--- config.mk ---
export PLATFORM = sky130hd
export DESIGN_NAME = strobe_watchdog
export DESIGN_NICKNAME = d
export VERILOG_FILES = /design/src/rtl/wdg_pkg.sv /design/src/rtl/wdg_strobe_edge.sv /design/src/rtl/wdg_period_sel.sv /design/src/rtl/wdg_fsm.sv /design/src/rtl/strobe_watchdog.sv
export SDC_FILE = /design/constraint.sdc
export NUM_CORES = 1
export LEC_CHECK = 0
export ABC_AREA = 0
export BUFFER_PORTS_ARGS = -buffer_cell sky130_fd_sc_hd__buf_4
export CELL_PAD_IN_SITES_DETAIL_PLACEMENT = 0
export CELL_PAD_IN_SITES_GLOBAL_PLACEMENT = 2
export CORE_MARGIN = 2
export CORE_UTILIZATION = 36
export DETAILED_ROUTE_END_ITERATION = 16
export PLACE_DENSITY = 0.78
export SLEW_MARGIN = 40
export SYNTH_ARGS = -nofsm -noshare
export SYNTH_HDL_FRONTEND = slang
export SYNTH_SLANG_ARGS = --single-unit
--- constraint.sdc ---
create_clock -name clk -period 2.3 [get_ports clk]
set_clock_uncertainty 0.2 [all_clocks]
set_input_delay 0.575 -clock clk [delete_from_list [all_inputs] [get_ports clk]]
set_output_delay 0.575 -clock clk [all_outputs]
set_load 0.01 [all_outputs]
--- src/rtl/wdg_pkg.sv ---
package wdg_pkg;
    typedef enum logic [1:0] {
        WDG_HOLD  = 2'd0,
        WDG_COUNT = 2'd1,
        WDG_FIRE  = 2'd2
    } wdg_state_e;

    localparam logic [1:0] SEL_LOW   = 2'b00;
    localparam logic [1:0] SEL_FLOAT = 2'b01;
    localparam logic [1:0] SEL_HIGH  = 2'b10;
endpackage

--- src/rtl/wdg_strobe_edge.sv ---
module wdg_strobe_edge #(
    parameter int SYNC_STAGES = 2
) (
    input  logic clk,
    input  logic rst_n,
    input  logic strobe_in,
    output logic strobe_fall
);
    logic [SYNC_STAGES-1:0] sync_q;
    logic                   prev_q;

    // Every stage resets to the idle-high level, so reset itself never looks like an edge.
    always_ff @(posedge clk or negedge rst_n) begin
        if (!rst_n) begin
            sync_q <= '1;
            prev_q <= 1'b1;
        end else begin
            sync_q <= {sync_q[SYNC_STAGES-2:0], strobe_in};
            prev_q <= sync_q[SYNC_STAGES-1];
        end
    end

    assign strobe_fall = prev_q & ~sync_q[SYNC_STAGES-1];
endmodule

--- src/rtl/wdg_period_sel.sv ---
module wdg_period_sel #(
    parameter int SHORT_TICKS = 150,
    parameter int MID_TICKS   = 610,
    parameter int LONG_TICKS  = 1200,
    parameter int CW          = 11
) (
    input  logic [1:0]    period_sel,
    output logic [CW-1:0] last_count
);
    import wdg_pkg::*;

    localparam logic [CW-1:0] SHORT_LAST = CW'(SHORT_TICKS - 1);
    localparam logic [CW-1:0] MID_LAST   = CW'(MID_TICKS - 1);
    localparam logic [CW-1:0] LONG_LAST  = CW'(LONG_TICKS - 1);

    always_comb begin
        unique case (period_sel)
            SEL_LOW:   last_count = SHORT_LAST;
            SEL_FLOAT: last_count = MID_LAST;
            SEL_HIGH:  last_count = LONG_LAST;
            default:   last_count = LONG_LAST;
        endcase
    end
endmodule

--- src/rtl/wdg_fsm.sv ---
module wdg_fsm #(
    parameter int CW = 11
) (
    input  logic          clk,
    input  logic          rst_n,
    input  logic          tick,
    input  logic          strobe_fall,
    input  logic          reset_active,
    input  logic [CW-1:0] last_count,
    output logic          timeout_req,
    output logic [CW-1:0] count_val
);
    import wdg_pkg::*;

    wdg_state_e    state_q, state_d;
    logic [CW-1:0] count_q, count_d;

    always_ff @(posedge clk or negedge rst_n) begin
        if (!rst_n) begin
            state_q <= WDG_HOLD;
            count_q <= '0;
        end else begin
            state_q <= state_d;
            count_q <= count_d;
        end
    end

    always_comb begin
        state_d = state_q;
        count_d = count_q;
        unique case (state_q)
            WDG_HOLD: begin
                count_d = '0;
                state_d = reset_active ? WDG_HOLD : WDG_COUNT;
            end
            WDG_COUNT: begin
                if (reset_active) begin
                    state_d = WDG_HOLD;
                    count_d = '0;
                end else if (strobe_fall) begin
                    count_d = '0;
                end else if (tick) begin
                    // A count already at or past the last value fires now, even if period_sel just shrank the period.
                    if (count_q >= last_count) begin
                        state_d = WDG_FIRE;
                        count_d = '0;
                    end else begin
                        count_d = count_q + 1'b1;
                    end
                end
            end
            WDG_FIRE: begin
                count_d = '0;
                state_d = reset_active ? WDG_HOLD : WDG_COUNT;
            end
            default: begin
                state_d = WDG_HOLD;
                count_d = '0;
            end
        endcase
    end

    always_comb begin
        timeout_req = (state_q == WDG_FIRE);
        count_val   = count_q;
    end
endmodule

--- src/rtl/strobe_watchdog.sv ---
module strobe_watchdog #(
    parameter int SHORT_TICKS = 150,
    parameter int MID_TICKS   = 610,
    parameter int LONG_TICKS  = 1200,
    parameter int SYNC_STAGES = 2
) (
    input  logic       clk,
    input  logic       rst_n,
    input  logic       tick,
    input  logic [1:0] period_sel,
    input  logic       strobe_in,
    input  logic       reset_active,
    output logic       timeout_req
);
    localparam int CW = (LONG_TICKS > 2) ? $clog2(LONG_TICKS) : 1;

    logic          fall_w;
    logic [CW-1:0] last_w;
    logic [CW-1:0] count_w;

    wdg_strobe_edge #(.SYNC_STAGES(SYNC_STAGES)) u_edge (
        .clk         (clk),
        .rst_n       (rst_n),
        .strobe_in   (strobe_in),
        .strobe_fall (fall_w)
    );

    wdg_period_sel #(
        .SHORT_TICKS (SHORT_TICKS),
        .MID_TICKS   (MID_TICKS),
        .LONG_TICKS  (LONG_TICKS),
        .CW          (CW)
    ) u_sel (
        .period_sel (period_sel),
        .last_count (last_w)
    );

    wdg_fsm #(.CW(CW)) u_fsm (
        .clk          (clk),
        .rst_n        (rst_n),
        .tick         (tick),
        .strobe_fall  (fall_w),
        .reset_active (reset_active),
        .last_count   (last_w),
        .timeout_req  (timeout_req),
        .count_val    (count_w)
    );
endmodule

==> results of run 1 <==
flip-flops by register name (all words and copies together), names as in the netlist:
register and cells:
u_edge.prev_q 1, u_fsm.state_q 2, u_fsm.count_val 11, u_edge.sync_q 2
worst reg2reg max path, cell delays in order (launching register included):
cell	delay, ns
dfrtp_1	0.47
ha_1	0.32
nand4b_1	0.15
inv_1	0.07
a211oi_2	0.31
buf_4	0.22
nand4b_1	0.11
a31oi_1	0.18
power by group through the flow:
stage | clock [mW] | combinational, mW | sequential, mW
detailed placement | 0 | 0.0479 | 0.296
floorplan | 0 | 0.0250 | 0.295
finish | 0.191 | 0.0490 | 0.291
global placement | 0 | 0.0469 | 0.296
global route | 0.215 | 0.0567 | 0.291
CTS | 0.196 | 0.0494 | 0.291
layout make-up:
class                   instances  area, um2
multi-input cells              96        639
flip-flops and latches         16        404
fillers                       278       1540
inverters                       4       15.0
well taps                      31       38.8
clock buffers                   4       36.3
repair buffers                 17        130
metrics by stage:
stage	area [um2]	hold slack (ns)
6_report	1260	0.163
5_1_grt	1260	0.149
4_1_cts	1260	0.164
3_5_place_dp	1210	0.150
3_3_place_gp	1210	0.146
2_1_floorplan	1080	0.0794
cells in the mapped netlist:
| library cell | number |
|---|---|
| nor3b_1 | 2 |
| nand3_1 | 15 |
| or2b_1 | 1 |
| ha_1 | 10 |
| nand3b_1 | 4 |
| nand2_2 | 1 |
| nor4bb_1 | 1 |
| a31oi_1 | 8 |
| nor2b_1 | 3 |
| nand2b_1 | 9 |
| dfstp_2 | 3 |
| a2111oi_2 | 1 |
| clkbuf_1 | 2 |
| o21ai_0 | 2 |
| o21ai_1 | 2 |
| dfrtp_1 | 13 |
| nor2_1 | 8 |
| nor2_2 | 1 |
| buf_2 | 2 |
| or4_4 | 1 |
| nand2_1 | 8 |
| inv_1 | 4 |
| a21oi_1 | 9 |
| a211oi_2 | 1 |
| o21bai_1 | 1 |
| o311ai_0 | 1 |
| nand4b_1 | 4 |
| buf_4 | 1 |
| nor4_1 | 3 |
cell families after synthesis:
group / synth area share [%]
adders and majority gates: 11.6
DFF: 37.5
buffers and inverters: 3.71
and+or+nand+nor: 32.5
AOI/OAI and AO/OA: 14.7
per-layer routing:
layer / GRT usage, % / up-vias
li1: - / 474
met2: 25.1 / 15
met1: 22.6 / 452
met3: 3.96 / 2
met4: 3.90 / 0
met5: 0 / -
path summary, 6_finish.rpt:
check                              startpoint            endpoint  cells past startpoint
min reg2reg                  u_edge.sync_q[0]    u_edge.sync_q[1]                      0
max reg2reg                u_fsm.count_val[7]  u_fsm.count_val[6]                      7
max                             period_sel[1]  u_fsm.count_val[6]                     10
min in group asynchronous               rst_n  u_fsm.count_val[6]                      2
max in group asynchronous               rst_n       u_edge.prev_q                      2
min                          u_edge.sync_q[0]    u_edge.sync_q[1]                      0
what timing repair did:
item	CTS	global route
endpoints found under the hold margin	13	0
setup endpoints to repair	0	10
resized for setup	0	2
hold buffers	1	0
setup buffers	0	0
==> flow_summary.json, run 1 <==
{
  "p_int_mw": 0.405,
  "final_cells": 168,
  "syn_nets": 138,
  "die_y_um": 58.7,
  "yosysTopAreaCell": "dfrtp_1",
  "final_common_cell": "buf_4",
  "start_util_pct": 38.4,
  "slowest_stage": "a211oi_2",
  "worstSetupStartpointType": "primary input",
  "drive_gt1_share_pct": 21.9,
  "num_rows": 19,
  "syn_to_final_growth_pct": 17.2,
  "dp_slack_ns": -0.260,
  "clk_latency_ns": 0.29,
  "wl_met1_um": 1220,
  "path_clk_slew_ns": 0.10,
  "ios": 8,
  "wl_met2_um": 1120,
  "min_period_ns": 2.18,
  "max_freq_mhz": 459,
  "antenna_found_initial": 0,
  "powerDensity_nw_per_um2": 420,
  "fp.dieW_um": 58.7,
  "netlist_area_um2": 1080,
  "ant_nets": 0,
  "rsz0062_at_grt": "yes",
  "fin_total_pwr_mw": 0.530,
  "drtIter0Drc": 44,
  "fin_nets": 155,
  "crit_path_max_fanout": 9,
  "tns_ns": 0,
  "violations": "DRC",
  "drv_cap": 0,
  "cp_top_family": "buffers and inverters",
  "ys_top_cells_by_area": "dfrtp_1 (30%), ha_1 (12%), dfstp_2 (7.3%)",
  "worstPathRequired_ns": 2.32,
  "placed_cells": 163,
  "worstSetupPathType": "in2reg",
  "p_sw_share_pct": 23.7,
  "yosys_warnings": 0,
  "hold_path_class": "reg2reg",
  "place_hpwl_um": 1800,
  "cpPeakStageDelay_ns": 0.31,
  "worstMarginPinSlew_ns": 0.423,
  "fin_util_pct": 45.0,
  "hold_viol": 0,
  "p_leak_nw": 0.519,
  "net-switching-power_mw": 0.126,
  "end_kind": "flip-flop",
  "final_cell_mix": "buf_4 (16), nand3_1 (15), dfrtp_1 (13)",
  "coreArea_um2": 2810,
  "path_common_cell": "buf_4",
  "clock_path_buffers": 2,
  "relSlewSlack_pct": 71.6,
  "gp_congestion": 0.835,
  "top_signal_layer_used": "met4",
  "synth_top_area_share_pct": 30.2,
  "pwr-share-seq_pct": 54.8,
  "grt_first_pass_wirelength_um": 4260,
  "wl_met3_um": 79,
  "gr-total-overflow": 0,
  "ff2ff_setup_slack_ns": 0.20,
  "grt_max_degree": 25,
  "drc": 1,
  "crit_arrival_ns": 2.20,
  "period_share_pct": 94.7,
  "via_count": 943,
  "track_usage_pct": 16.2,
  "grt_pass1_vias": 871,
  "fin_ws_ns": 0.122,
  "finalMaxSlewViolations": 0,
  "cts_root_buffer": "clkbuf_4",
  "cts_tree": "done",
  "synth_cell_types": 29,
  "drt_wl_total_um": 2420,
  "die_area_um2": 3450,
  "ir_drop_uv": 210,
  "clock-sinks": 16,
  "synth_seq_cells": 16,
  "pwr-share-comb_pct": 9.2,
  "drt_first_pass_iters": 10,
  "viasPerCell": 5.61,
  "status": "complete, but fails checks",
  "power_frac_clock_pct": 36.0,
  "n_antenna_cell": 0,
  "syn_avg_cell_area_um2": 8.91,
  "path_buf_inv": 5,
  "path_cells": "buf_4, inv_1, buf_4, ha_1, nand4b_1, inv_1, a211oi_2, buf_4, nand4b_1, a31oi_1",
  "setup_viol": 0,
  "seq_area_frac_synth_pct": 37.5,
  "portBuffers": 7,
  "wl_per_cell_um": 14.4,
  "netlist_instances": 121,
  "cts_buffers": 3,
  "htreeDepth": 1
}
Power figures use the tool's default switching activity.
==> inputs of run 2 (changes only) <==
--- a/config.mk
+++ b/config.mk
@@ -7,7 +7,7 @@
 export LEC_CHECK = 0
 export ABC_AREA = 0
 export BUFFER_PORTS_ARGS = -buffer_cell sky130_fd_sc_hd__buf_4
-export CELL_PAD_IN_SITES_DETAIL_PLACEMENT = 0
+export CELL_PAD_IN_SITES_DETAIL_PLACEMENT = 1
 export CELL_PAD_IN_SITES_GLOBAL_PLACEMENT = 2
 export CORE_MARGIN = 2
 export CORE_UTILIZATION = 36
==> flow_summary.json, run 2 (synthesized netlist as in run 1, its figures left out) <==
{
  "fin_util_pct": 46.4,
  "n_antenna_cell": 0,
  "cts_buffers": 3,
  "min_from": "u_edge.sync_q[1]",
  "pwr-share-comb_pct": 10.7,
  "net-switching-power_mw": 0.124,
  "viasPerCell": 5.68,
  "worstReg2RegEnd": "u_fsm.count_val[10]",
  "hold_path_end": "u_edge.prev_q",
  "worstPathRequired_ns": 2.27,
  "grt_max_degree": 25,
  "rsz0062_at_grt": "yes",
  "crit_path_max_fanout": 5,
  "whs_path_depth": 0,
  "worstMarginPinSlew_ns": 0.397,
  "path_clk_slew_ns": 0.09,
  "die_area_um2": 3450,
  "hold_path_class": "reg2reg",
  "rr_startpoint": "u_fsm.count_val[9]",
  "via_count": 966,
  "p_leak_nw": 0.520,
  "portBuffers": 7,
  "htreeDepth": 1,
  "hold_viol": 0,
  "drive_gt1_share_pct": 25.2,
  "place_hpwl_um": 2030,
  "cts_root_buffer": "clkbuf_4",
  "largest_register_ffs": 11,
  "drt_wl_total_um": 2730,
  "clock_path_buffers": 2,
  "grt_pass1_vias": 990,
  "die_y_um": 58.7,
  "min_period_ns": 2.27,
  "gr-total-overflow": 0,
  "final_common_cell": "buf_4",
  "crit_arrival_ns": 2.24,
  "relSlewSlack_pct": 73.3,
  "wl_per_cell_um": 16.1,
  "track_usage_pct": 18.1,
  "ant_nets": 0,
  "p_int_mw": 0.377,
  "finalMaxSlewViolations": 0,
  "drtIter0Drc": 35,
  "powerDensity_nw_per_um2": 385,
  "status": "complete, but fails checks",
  "p_sw_share_pct": 24.8,
  "ir_drop_uv": 281,
  "worstSetupStartpointType": "primary input",
  "r2r_cells": 8,
  "final_cell_mix": "buf_4 (17), nand3_1 (14), dfrtp_1 (13)",
  "worstSetupPathType": "in2reg",
  "violations": "DRC",
  "fp.dieW_um": 58.7,
  "fin_total_pwr_mw": 0.501,
  "clock-sinks": 16,
  "hold-worst-slack_ns": 0.161,
  "period_share_pct": 98.5,
  "start_util_pct": 38.4,
  "coreArea_um2": 2810,
  "syn_to_final_growth_pct": 20.8,
  "pwr-share-seq_pct": 58.0,
  "gp_congestion": 0.835,
  "fin_nets": 157,
  "clk_latency_ns": 0.29,
  "power_frac_clock_pct": 31.3,
  "max_freq_mhz": 441,
  "drc": 1,
  "ff2ff_setup_slack_ns": 0.11,
  "num_rows": 19,
  "ios": 8,
  "antenna_found_initial": 0,
  "cts_tree": "done",
  "setup_viol": 0,
  "end_kind": "flip-flop",
  "drt_first_pass_iters": 10,
  "drv_cap": 0,
  "grt_first_pass_wirelength_um": 4660
}
## run 2: cell types whose count changed in the layout (fill, tap and decap cells not counted), sizes merged
cell | before | now
buf | 16 | 18
## run 2: layout make-up
cell class	instances	area (um2)
inverters	4	15.0
repair buffers	19	143
fillers	331	1500
flip-flops and latches	16	404
clock buffers	4	26.3
well taps	31	38.8
multi-input cells	96	676
## run 2: how the worst max path moves through the flow
stage	slack, ns	start	end	cells after the start
floorplan	0.003	period_sel[1]	u_fsm.count_val[10]	10
global placement	-0.23	period_sel[1]	u_fsm.count_val[5]	10
detailed placement	-0.26	period_sel[1]	u_fsm.count_val[6]	10
CTS	0.03	period_sel[1]	u_fsm.count_val[6]	10
global route	-0.03	period_sel[1]	u_fsm.count_val[10]	12
finish	0.03	period_sel[1]	u_fsm.count_val[10]	12
## run 2: what timing repair did
item / CTS / global route
buffers inserted: 0 / 1
hold buffers: 1 / 0
gates resized for setup: 0 / 7
hold endpoints to repair: 13 / 0
endpoints found under the setup margin: 0 / 13
## run 2: critical path, stage by stage
cell,delay [ns]
buf_4,0.09
inv_1,0.05
nand2_2,0.08
inv_1,0.06
ha_1,0.32
a21oi_2,0.08
a2111oi_4,0.35
a211oi_2,0.05
buf_4,0.16
buf_4,0.14
a31oi_1,0.17
a21oi_1,0.09
## run 2: power by group through the flow
stage               clock network [mW]  registers, mW  logic [mW]
CTS                              0.166          0.291      0.0505
floorplan                            0          0.295      0.0250
finish                           0.157          0.291      0.0537
global route                     0.176          0.292      0.0606
detailed placement                   0          0.296      0.0493
global placement                     0          0.296      0.0469
## run 2: routing by layer
metal,vias up,global-route usage [%],routed length (um)
li1,483,-,-
met1,465,24.0,1340
met2,14,28.6,1270
met3,4,4.18,79
met4,0,6.82,36
met5,-,0,0
## run 2: through the flow
stage / std cells / cell area, um2 / worst slack (ns) / setup TNS (ns)
floorplan: 121 / 1080 / 0.00336 / 0
global placement: 163 / 1210 / -0.234 / -2.30
detailed placement: 163 / 1210 / -0.255 / -2.63
CTS: 168 / 1250 / 0.0300 / 0
global route: 170 / 1300 / -0.0336 / -0.0704
finish: 170 / 1300 / 0.0345 / 0
==> inputs of run 3 (changes only) <==
--- a/config.mk
+++ b/config.mk
@@ -16,4 +16,5 @@
 export SLEW_MARGIN = 40
 export SYNTH_ARGS = -nofsm -noshare
 export SYNTH_HDL_FRONTEND = slang
+export SYNTH_HIERARCHICAL = 1
 export SYNTH_SLANG_ARGS = --single-unit
==> flow_summary.json, run 3 <==
{
  "slowest_stage": "ha_1",
  "synth_common_cells": "dfrtp_1 (13), ha_1 (12), nand2_1 (12), nand4_1 (12), inv_1 (11)",
  "worstSetupStartpointType": "primary input",
  "drv_cap": 0,
  "track_usage_pct": 17.1,
  "worstSetupPathType": "in2reg",
  "place_hpwl_um": 2060,
  "synth_cell_types": 31,
  "dp_slack_ns": -0.111,
  "clk_latency_ns": 0.29,
  "crit_path_max_fanout": 11,
  "ios": 8,
  "start_util_pct": 37.7,
  "hold_path_class": "reg2reg",
  "final_common_cell": "buf_4",
  "gr-total-overflow": 0,
  "syn_avg_cell_area_um2": 8.58,
  "fin_total_pwr_mw": 0.507,
  "cts_root_buffer": "clkbuf_4",
  "fp.dieW_um": 60.5,
  "gp_congestion": 0.713,
  "via_count": 969,
  "period_share_pct": 92.4,
  "yosysTopAreaCell": "dfrtp_1",
  "n_antenna_cell": 0,
  "rsz0062_at_grt": "yes",
  "drt_first_pass_iters": 4,
  "synth_edf_count": 0,
  "drt_wl_total_um": 2600,
  "worst-path-stages": 10,
  "r2r_cells": 7,
  "cts_buffers": 3,
  "cts_tree": "done",
  "antenna_found_initial": 0,
  "num_rows": 20,
  "ir_drop_uv": 204,
  "clock_path_buffers": 2,
  "grt_max_degree": 17,
  "final_cell_mix": "buf_4 (14), dfrtp_1 (13), nand2_1 (12), nand4_1 (12), ha_1 (12)",
  "worstPathRequired_ns": 2.31,
  "clock-sinks": 16,
  "cp_top_family": "simple AND/OR/NAND/NOR gates",
  "path_cells": "buf_4, nor2b_1, inv_1, ha_1, nand2_1, nor3_1, a21oi_1, buf_4, nand4_1, a31oi_1",
  "wl_per_cell_um": 14.0,
  "end_kind": "flip-flop",
  "synth_top_area_share_pct": 28.3,
  "finalMaxSlewViolations": 0,
  "netlist_area_um2": 1150,
  "yosysMostFrequentCell": "dfrtp_1",
  "setup_viol": 0,
  "drive_gt1_share_pct": 18.3,
  "die_y_um": 60.5,
  "cpPeakStageDelay_ns": 0.31,
  "status": "complete, no violations",
  "syn_nets": 153,
  "whs_path_depth": 0,
  "portBuffers": 7,
  "seq_area_frac_synth_pct": 35.1,
  "fin_ws_ns": 0.175,
  "path_clk_slew_ns": 0.09,
  "synth_ff_type": "dfrtp_1",
  "syn_to_final_growth_pct": 11.5,
  "crit_arrival_ns": 2.13,
  "p_leak_nw": 0.592,
  "drc": 0,
  "synth_seq_cells": 16,
  "ant_nets": 0,
  "netlist_instances": 134,
  "coreArea_um2": 3050,
  "die_area_um2": 3660,
  "ys_top_cells_by_area": "dfrtp_1 (28%), ha_1 (13%), dfstp_2 (6.9%)",
  "htreeDepth": 1,
  "viasPerCell": 5.21,
  "drtIter0Drc": 32,
  "fin_nets": 162,
  "path_common_cell": "buf_4",
  "powerDensity_nw_per_um2": 396,
  "max_freq_mhz": 471,
  "async_reset_ff_share_pct": 100,
  "post_cts_buffers": 0,
  "path_buf_inv": 3,
  "grt_pass1_vias": 1001,
  "hold_viol": 0,
  "grt_first_pass_wirelength_um": 4670,
  "yosys_warnings": 6,
  "largest_register_ffs": 11,
  "min_period_ns": 2.12
}
==> run 3: where the power goes <==
part           internal [mW]  switching (mW)  total, mW
Clock                 0.0675          0.0911      0.159
Combinational         0.0246          0.0331     0.0576
Sequential             0.288         0.00351      0.291
==> run 3: path summary, 6_finish.rpt <==
check,from,end,slack (ns)
worst max-delay path,period_sel[1],u_fsm/count_val[7],0.18
worst min-delay path,u_edge/sync_q[0],u_edge/sync_q[1],0.16
worst max register to register,u_fsm/count_val[2],u_fsm/count_val[7],0.26
worst min register to register,u_edge/sync_q[0],u_edge/sync_q[1],0.16
max in group asynchronous,rst_n,u_edge/sync_q[1],1.16
min in group asynchronous,rst_n,u_fsm/count_val[6],0.47
==> run 3: metal layers <==
layer	up-vias	part of all wire (%)	wire length, um	track usage [%]
met5	-	0	0	0
met4	0	0.38	10	2.80
li1	476	-	-	-
met1	483	48	1260	22.9
met2	8	49	1270	29.0
met3	2	2.3	59	3.84
==> run 3: final cells by class <==
| cell class | count | area, um2 |
|---|---|---|
| Fill cell | 392 | 1770 |
| Multi-Input combinational cell | 95 | 637 |
| Sequential cell | 16 | 404 |
| Timing Repair Buffer | 15 | 115 |
| Tap cell | 44 | 55.1 |
| Inverter | 12 | 45.0 |
| Clock buffer | 4 | 26.3 |
==> run 3: what timing repair did <==
action,in CTS,in global routing
gates resized for setup,0,1
hold buffers,1,0
endpoints found under the hold margin,13,0
endpoints found under the setup margin,0,2
==> run 3: cell families after synthesis <==
family	synth area share (%)
compound gates	11.3
xor+xnor	3.05
fa+ha+maj	13.1
buf+inv	9.79
flops	35.1
other cells	0.653
simple gates	27.0
==> run 3: through the flow <==
step	hold WS (ns)	TNS (ns)	utilization, %	instances	instance area, um2
after floorplan	0.0794	0	-	134	1150
after global placement	0.146	-0.320	40.7	181	1240
after detailed placement	0.152	-0.835	40.7	181	1240
after CTS	0.165	0	41.9	186	1280
after global routing	0.170	-0.000869	42.0	186	1280
final	0.163	0	42.0	186	1280
